**config.mk**
```make
export PLATFORM = sky130hd
export DESIGN_NAME = wired_scl_gen
export DESIGN_NICKNAME = d
export VERILOG_FILES = /design/src/rtl/wired_scl_gen.sv
export SDC_FILE = /design/constraint.sdc
export NUM_CORES = 1
export LEC_CHECK = 0
export BUFFER_PORTS_ARGS = -buffer_cell sky130_fd_sc_hd__buf_2
export CORE_ASPECT_RATIO = 1.5
export CORE_MARGIN = 3
export CORE_UTILIZATION = 60
export DETAILED_ROUTE_END_ITERATION = 10
export MAX_ROUTING_LAYER = met4
export PLACE_DENSITY = 0.9
export SLEW_MARGIN = 20
export SYNTH_ARGS = -nofsm -noshare
export SYNTH_HDL_FRONTEND = slang
export SYNTH_SLANG_ARGS = --single-unit
```
**constraint.sdc**
```tcl
create_clock -name clk -period 4.4 [get_ports clk]
set_clock_uncertainty 0.05 [all_clocks]
set_input_delay 1.1 -clock clk [delete_from_list [all_inputs] [get_ports clk]]
set_output_delay 1.1 -clock clk [all_outputs]
set_load 0.01 [all_outputs]
```
**src/rtl/wired_scl_gen.sv**
```systemverilog
module wired_scl_gen #(
  parameter int CW          = 8,
  parameter int MIN_PERIOD  = 4,
  parameter int SYNC_STAGES = 2
) (
  input  logic          clk,
  input  logic          rst_n,
  input  logic          en,
  input  logic [CW-1:0] low_period,
  input  logic [CW-1:0] high_period,
  input  logic          scl_in,
  output logic          scl_pull,
  output logic          rise_tick
);

  localparam logic [CW-1:0] MINV     = CW'(MIN_PERIOD);
  localparam logic [CW-1:0] SEEN_OFS = CW'(SYNC_STAGES + 1);

  typedef enum logic [1:0] {IDLE, LOW_COUNT, HIGH_WAIT, HIGH_COUNT} st_t;

  st_t                    state;
  logic [CW-1:0]          cnt;
  logic [SYNC_STAGES-1:0] sync_q;
  logic                   scl_s;
  logic [CW-1:0]          lo_last, hi_last;

  assign scl_s   = sync_q[SYNC_STAGES-1];
  assign lo_last = ((low_period  < MINV) ? MINV : low_period)  - CW'(1);
  assign hi_last = ((high_period < MINV) ? MINV : high_period) - CW'(1);
  assign scl_pull = (state == LOW_COUNT);

  always_ff @(posedge clk or negedge rst_n) begin
    if (!rst_n) sync_q <= '1;
    else        sync_q <= {sync_q[SYNC_STAGES-2:0], scl_in};
  end

  always_ff @(posedge clk or negedge rst_n) begin
    if (!rst_n) begin
      state     <= IDLE;
      cnt       <= '0;
      rise_tick <= 1'b0;
    end else begin
      rise_tick <= 1'b0;
      if (!en) begin
        state <= IDLE;
        cnt   <= '0;
      end else begin
        case (state)
          IDLE: begin
            state <= LOW_COUNT;
            cnt   <= '0;
          end
          LOW_COUNT: begin
            if (cnt >= lo_last) begin
              state <= HIGH_WAIT;
              cnt   <= '0;
            end else cnt <= cnt + CW'(1);
          end
          HIGH_WAIT: begin
            if (scl_s) begin
              state     <= HIGH_COUNT;
              cnt       <= SEEN_OFS;
              rise_tick <= 1'b1;
            end
          end
          HIGH_COUNT: begin
            if (!scl_s) begin
              state <= LOW_COUNT;
              cnt   <= SEEN_OFS;
            end else if (cnt >= hi_last) begin
              state <= LOW_COUNT;
              cnt   <= '0;
            end else cnt <= cnt + CW'(1);
          end
          default: state <= IDLE;
        endcase
      end
    end
  end

  assert_tick_pulse_R8: assert property (@(posedge clk) disable iff (!rst_n)
    rise_tick |=> !rise_tick);

  assert_tick_line_high_R8: assert property (@(posedge clk) disable iff (!rst_n)
    rise_tick |-> scl_s);

  assert_disable_release_R9: assert property (@(posedge clk) disable iff (!rst_n)
    !en |=> !scl_pull);

  assert_low_cap_R10: assert property (@(posedge clk) disable iff (!rst_n)
    (scl_pull && en && cnt >= lo_last) |=> !scl_pull);

  assert_wait_hold_R7: assert property (@(posedge clk) disable iff (!rst_n)
    (state == HIGH_WAIT && !scl_s && en) |=> (!scl_pull && !rise_tick));

endmodule

```
==> results_dict.tcl, run 1 <==
set metrics [dict create \
    grt_pass1_wl_um 5000 \
    critPathMaxFanout 3 \
    postRouteAntennaNets 0 \
    rsz0062_at_grt "no" \
    power.leakage_nw 0.704 \
    num_rows 20 \
    cts_sinks 13 \
    yosysSeqAreaShare 0.243 \
    min_period_over_period 0.864 \
    ys_ff_latch 13 \
    die_area_um2 2860 \
    whs_ns 0.312 \
    cts_tree "built" \
    hold_buffers 0 \
    fp.dieW_um 44.7 \
    crit_type "in2reg" \
    start_util 0.648 \
    grt.total_usage 0.234 \
    yosysUniqueCellTypes 39 \
    outcome "finished, final reports clean" \
    num_vias 1294 \
    routedWlPerCell_um 14.4 \
    drt-vias-per-instance 6.16 \
    grt_pass1_vias 1196 \
    gp_congestion 0.873 \
    startpoint_type "input port" \
    h-tree-depth 1 \
    irDropWorstVdd_v 0.000256 \
    firstDrtPassIters 4 \
    worstSkewPairLatency_ns 0.29 \
    hold_path.class "reg2reg" \
    dp_hpwl_um 2480 \
    cts_made_buffers 3 \
    syn_inst 165 \
    tightest_slew_ns 0.389 \
    slew_viol_final 0 \
    port_buffers 21 \
    finalSetupViolations 0 \
    syn_nets 208 \
    max_slew_margin 0.739 \
    tns_ns 0 \
    worstSetupEndpointType "register" \
    pin_count 22 \
    synthArstFlopShare 1.00 \
    drtIter0Drc 41 \
    root_buffer "clkbuf_4" \
    grt_start_max_net_pins 14 \
    period_needed_ns 3.80 \
    nets 232 \
    power.density_nw_per_um2 263 \
    ys_warn_count 0 \
    clk_pin_slew_ns 0.07 \
    critical_path_required_ns 4.55 \
    clockBufferDepth 2 \
    die_h_um 64.0 \
    globalRouteOverflowTotal 0 \
    clock.fmax_mhz 263 \
    core_um2 2080 \
    final_hold_viol_count 0 \
    netlist_area_um2 1350 \
    cts-resized-gates 0 \
    drive_above_1_share 0.181 \
    routed_wl_um 3020 \
    max-cap-violations 0 \
    synthToLayoutAreaGrowth_pct 11.3 \
    antenna_found_initial 0 \
    drc_errors 0 \
    ys.flop_type "dfrtp_1" \
    n_antenna_cell 0 \
    arrival_ns 3.96 \
    avgSynthCellArea_um2 8.16 \
    synth_edf_count 0 \
    cts_setup_buffers 0 \
]
[path summary, 6_finish.rpt]
kind                                 from   endpoint  slack (ns)  cells past startpoint
hold reg to reg                 sync_q[0]  sync_q[1]        0.31                      0
hold / removal                  sync_q[0]  sync_q[1]        0.31                      0
min in group asynchronous           rst_n     cnt[5]        0.62                      1
max in group asynchronous           rst_n  sync_q[1]        3.38                      1
setup / recovery           high_period[5]   state[1]        0.60                     14
setup reg to reg                   cnt[3]   state[1]        2.19                      6
[critical path, cell delays in order]
cell and delay, ns:
buf_2 0.11, nor3_1 0.30, nand2_1 0.15, o21ai_0 0.28, ha_1 0.26, nand2_1 0.06, nor2_1 0.11, xnor2_1 0.08
ha_1 0.19, or4_1 0.49, a21oi_2 0.15, o31ai_2 0.11, o211ai_1 0.33, mux2i_1 0.22
[stage by stage]
step                utilization  area [um2]  total power (W)  setup WS, ns  cells
CTS                       0.722        1500         0.000395         0.597    210
finish                    0.722        1500         0.000394         0.597    210
floorplan                     -        1350         0.000271         0.781    165
global route              0.722        1500         0.000424         0.327    210
global placement          0.708        1470         0.000309         0.475    206
detailed placement        0.708        1470         0.000320         0.317    206
[final cells by class]
class,instances,area (um2)
Multi-Input combinational cell,143,985
Fill cell,178,578
Sequential cell,13,328
Timing Repair Buffer,21,105
Tap cell,22,27.5
Inverter,7,26.3
Clock buffer,3,22.5
Clock inverter,1,5.00
[sequential cells by signal, indices dropped and copies added, names as in the netlist]
signal,count
cnt,8
state,2
sync_q,2
rise_tick,1
[cells in the mapped netlist (2+ instances only)]
cell type / instances / area share
xor2_1: 6 / 0.039
o21a_1: 2 / 0.011
inv_1: 7 / 0.020
o211ai_1: 2 / 0.011
nand2_1: 22 / 0.061
nand3_1: 7 / 0.026
dfstp_2: 2 / 0.039
dfrtp_1: 11 / 0.20
o21ai_0: 16 / 0.059
mux2i_1: 2 / 0.015
nand2b_1: 3 / 0.014
clkbuf_1: 2 / 0.0056
o31ai_1: 2 / 0.011
nor3_1: 5 / 0.019
nor3b_1: 3 / 0.017
nor2_1: 12 / 0.033
a21oi_1: 6 / 0.022
nor2b_1: 2 / 0.0093
o21ai_1: 5 / 0.019
ha_1: 23 / 0.21
o22ai_1: 3 / 0.014
xnor2_1: 4 / 0.026
or2_2: 2 / 0.0093
[cell families (layout without fill, tap and decap cells)]
| family | after synthesis | in the layout | synth area share |
|---|---|---|---|
| flip-flops | 13 | 13 | 0.243 |
| adder cells (fa/ha/maj) | 23 | 23 | 0.214 |
| XOR/XNOR | 10 | 10 | 0.0651 |
| AO/OA/AOI/OAI | 43 | 43 | 0.193 |
| buffers and inverters | 9 | 32 | 0.0251 |
| AND/OR/NAND/NOR | 65 | 65 | 0.244 |
| multiplexers | 2 | 2 | 0.0149 |
[power by group]
group | switching [W] | leakage, nW | internal (W) | total [W]
Clock | 0.0000419 | 0.0177 | 0.0000338 | 0.0000757
Sequential | 0.0000142 | 0.172 | 0.000133 | 0.000147
Combinational | 0.0000989 | 0.514 | 0.0000726 | 0.000171
Total | 0.000155 | 0.704 | 0.000239 | 0.000394
[cell usage in the layout (no fill, tap or decap), drive strengths merged, types with 2 or more instances in the layout]
master / Yosys / final
dfstp: 2 / 2
clkbuf: 2 / 3
buf: 0 / 21
mux2i: 2 / 2
nor2: 12 / 12
a21oi: 7 / 7
nor3b: 3 / 3
nand2: 22 / 22
o31ai: 3 / 3
xor2: 6 / 6
ha: 23 / 23
o22ai: 3 / 3
o21a: 2 / 2
o21ai: 21 / 21
o211ai: 2 / 2
nor2b: 2 / 2
nand2b: 3 / 3
or2: 2 / 2
inv: 7 / 7
nand3: 7 / 7
dfrtp: 11 / 11
nor3: 7 / 7
xnor2: 4 / 4
[per-layer routing]
| metal | routed length (um) | vias up | part of all wire | global-route usage |
|---|---|---|---|---|
| met2 | 1570 | 36 | 0.52 | 0.405 |
| li1 | - | 641 | - | - |
| met4 | 63 | 0 | 0.021 | 0.0755 |
| met3 | 137 | 10 | 0.045 | 0.0507 |
| met1 | 1250 | 607 | 0.41 | 0.254 |
| met5 | 0 | - | 0 | - |
No activity file was read; power rests on OpenSTA's default activity.
==> inputs of run 2 (changes only) <==
--- a/config.mk
+++ b/config.mk
@@ -9,6 +9,8 @@
 export CORE_ASPECT_RATIO = 1.5
 export CORE_MARGIN = 3
 export CORE_UTILIZATION = 60
+export CTS_BUF_LIST = sky130_fd_sc_hd__clkbuf_16
+export CTS_CLUSTER_SIZE = 28
 export DETAILED_ROUTE_END_ITERATION = 10
 export MAX_ROUTING_LAYER = met4
 export PLACE_DENSITY = 0.9
==> run 2 against run 1 <==
Against the previous run: sequential cell count is the same; wire length increased by 1.7%; die area is the same; worst hold slack worse by 0.0034 ns; via count up 1.0%; largest cell class unchanged.
==> results_dict.tcl, run 2 (same netlist as run 1, synthesis figures left out) <==
set metrics [dict create \
    outcome "finished, final reports clean" \
    num_rows 20 \
    root_buffer "clkbuf_16" \
    antenna_found_initial 0 \
    irDropWorstVdd_v 0.000323 \
    power.density_nw_per_um2 317 \
    grt_pass1_wl_um 5130 \
    layout_commonest_cell "ha_1" \
    max-cap-violations 0 \
    regArea_um2 328 \
    hold_buffers 0 \
    grt_pass1_vias 1206 \
    rsz0062_at_grt "no" \
    routed_wl_um 3070 \
    critical_path_required_ns 4.51 \
    grt_start_max_net_pins 14 \
    drc_errors 0 \
    grt_busiest_layer "met2" \
    port_buffers 21 \
    synthToLayoutAreaGrowth_pct 15.2 \
    whs_ns 0.309 \
    fp.dieW_um 44.7 \
    num_vias 1307 \
    cts_tree "built" \
    worstSkewPairLatency_ns 0.25 \
    startpoint_type "input port" \
    h-tree-depth 1 \
    tightest_slew_ns 0.397 \
    clock.fmax_mhz 261 \
    final_hold_viol_count 0 \
    worstSetupEndpointType "register" \
    finalSetupViolations 0 \
    critPathMaxFanout 3 \
    die_h_um 64.0 \
    globalRouteOverflowTotal 0 \
    postRouteAntennaNets 0 \
    nets 232 \
    multiInputGateArea_um2 985 \
    largest_register "cnt" \
    cts_setup_buffers 0 \
    use_met1 0.267 \
    firstDrtPassIters 4 \
    hold_path.class "reg2reg" \
    drt-vias-per-instance 6.22 \
    drtIter0Drc 36 \
    period_needed_ns 3.83 \
    design_area_um2 1550 \
    tns_ns 0 \
    min_period_over_period 0.871 \
    clk_pin_slew_ns 0.04 \
    routedWlPerCell_um 14.6 \
    clockBufferDepth 2 \
    core_um2 2080 \
    final_cell_mix "ha_1, nand2_1, buf_2" \
    slew_viol_final 0 \
    dp.cells 206 \
    r2r_slack_ns 2.19 \
    pin_count 22 \
    arrival_ns 3.95 \
    min_from "sync_q[0]" \
    rr_endpoint "state[1]" \
    start_util 0.648 \
    n_antenna_cell 0 \
    die_area_um2 2860 \
    r2r_cells 6 \
    met2_usage 0.410 \
    hold_end "sync_q[1]" \
    grt.total_usage 0.243 \
    cts_made_buffers 3 \
    power.leakage_nw 0.727 \
    crit_type "in2reg" \
    largest_reg_flops 8 \
    cts-resized-gates 0 \
    cts_sinks 13 \
    min_path_cells 0 \
    dp_hpwl_um 2480 \
    drive_above_1_share 0.181 \
    final_cells 210 \
    max_slew_margin 0.734 \
    nFillCells 175 \
    gp_congestion 0.873 \
    grtUsageMet3 0.0507 \
    crit-reg2reg-launch "cnt[3]" \
    placedInstanceArea_um2 1470 \
    reg_top3 "cnt: 8 flops, state: 2 flops, sync_q: 2 flops" \
]
-- run 2: how the worst max path moves through the flow --
| stage | start | end | slack [ns] | cells past startpoint |
|---|---|---|---|---|
| final | high_period[5] | state[1] | 0.57 | 14 |
| after floorplan | high_period[5] | state[0] | 0.78 | 13 |
| after detailed placement | high_period[5] | state[1] | 0.32 | 14 |
| after global placement | high_period[5] | state[1] | 0.48 | 14 |
| after CTS | high_period[5] | state[1] | 0.56 | 14 |
| after global routing | high_period[5] | cnt[2] | 0.28 | 15 |
-- run 2: worst max-delay path, cell delays in order --
cell      delay (ns)
buf_2           0.11
nor3_1          0.30
nand2_1         0.15
o21ai_0         0.28
ha_1            0.26
nand2_1         0.06
nor2_1          0.11
xnor2_1         0.08
ha_1            0.19
or4_1           0.49
a21oi_2         0.14
o31ai_2         0.11
o211ai_1        0.33
mux2i_1         0.22
-- run 2: per-layer routing --
metal  share of wire  vias to the layer above  routed length (um)
li1                -                      639                   -
met1            0.41                      613                1250
met2            0.52                       43                1580
met3           0.047                       12                 144
met4           0.030                        0                  93
met5               0                        -                   0
-- run 2: final cells by class --
cell class / instances / share of cell area
clock buffers: 3 / 0.0484
clock inverters: 1 / 0.00323
inverters: 7 / 0.0169
multi-input cells: 143 / 0.635
flip-flops and latches: 13 / 0.211
well taps: 22 / 0.0177
repair buffers: 21 / 0.0677
-- run 2: per-stage QoR --
step | utilization | setup WS, ns | total power (W)
6_report | 0.747 | 0.568 | 0.000492
5_1_grt | 0.747 | 0.278 | 0.000523
4_1_cts | 0.747 | 0.558 | 0.000494
3_5_place_dp | 0.708 | 0.317 | 0.000320
3_3_place_gp | 0.708 | 0.475 | 0.000309
2_1_floorplan | - | 0.781 | 0.000271
-- run 2: where the power goes --
part           switching, W  internal (W)  total, W
combinational     0.0000985     0.0000726  0.000171
sequential        0.0000142      0.000133  0.000147
clock             0.0000521      0.000121  0.000173
total              0.000165      0.000327  0.000492
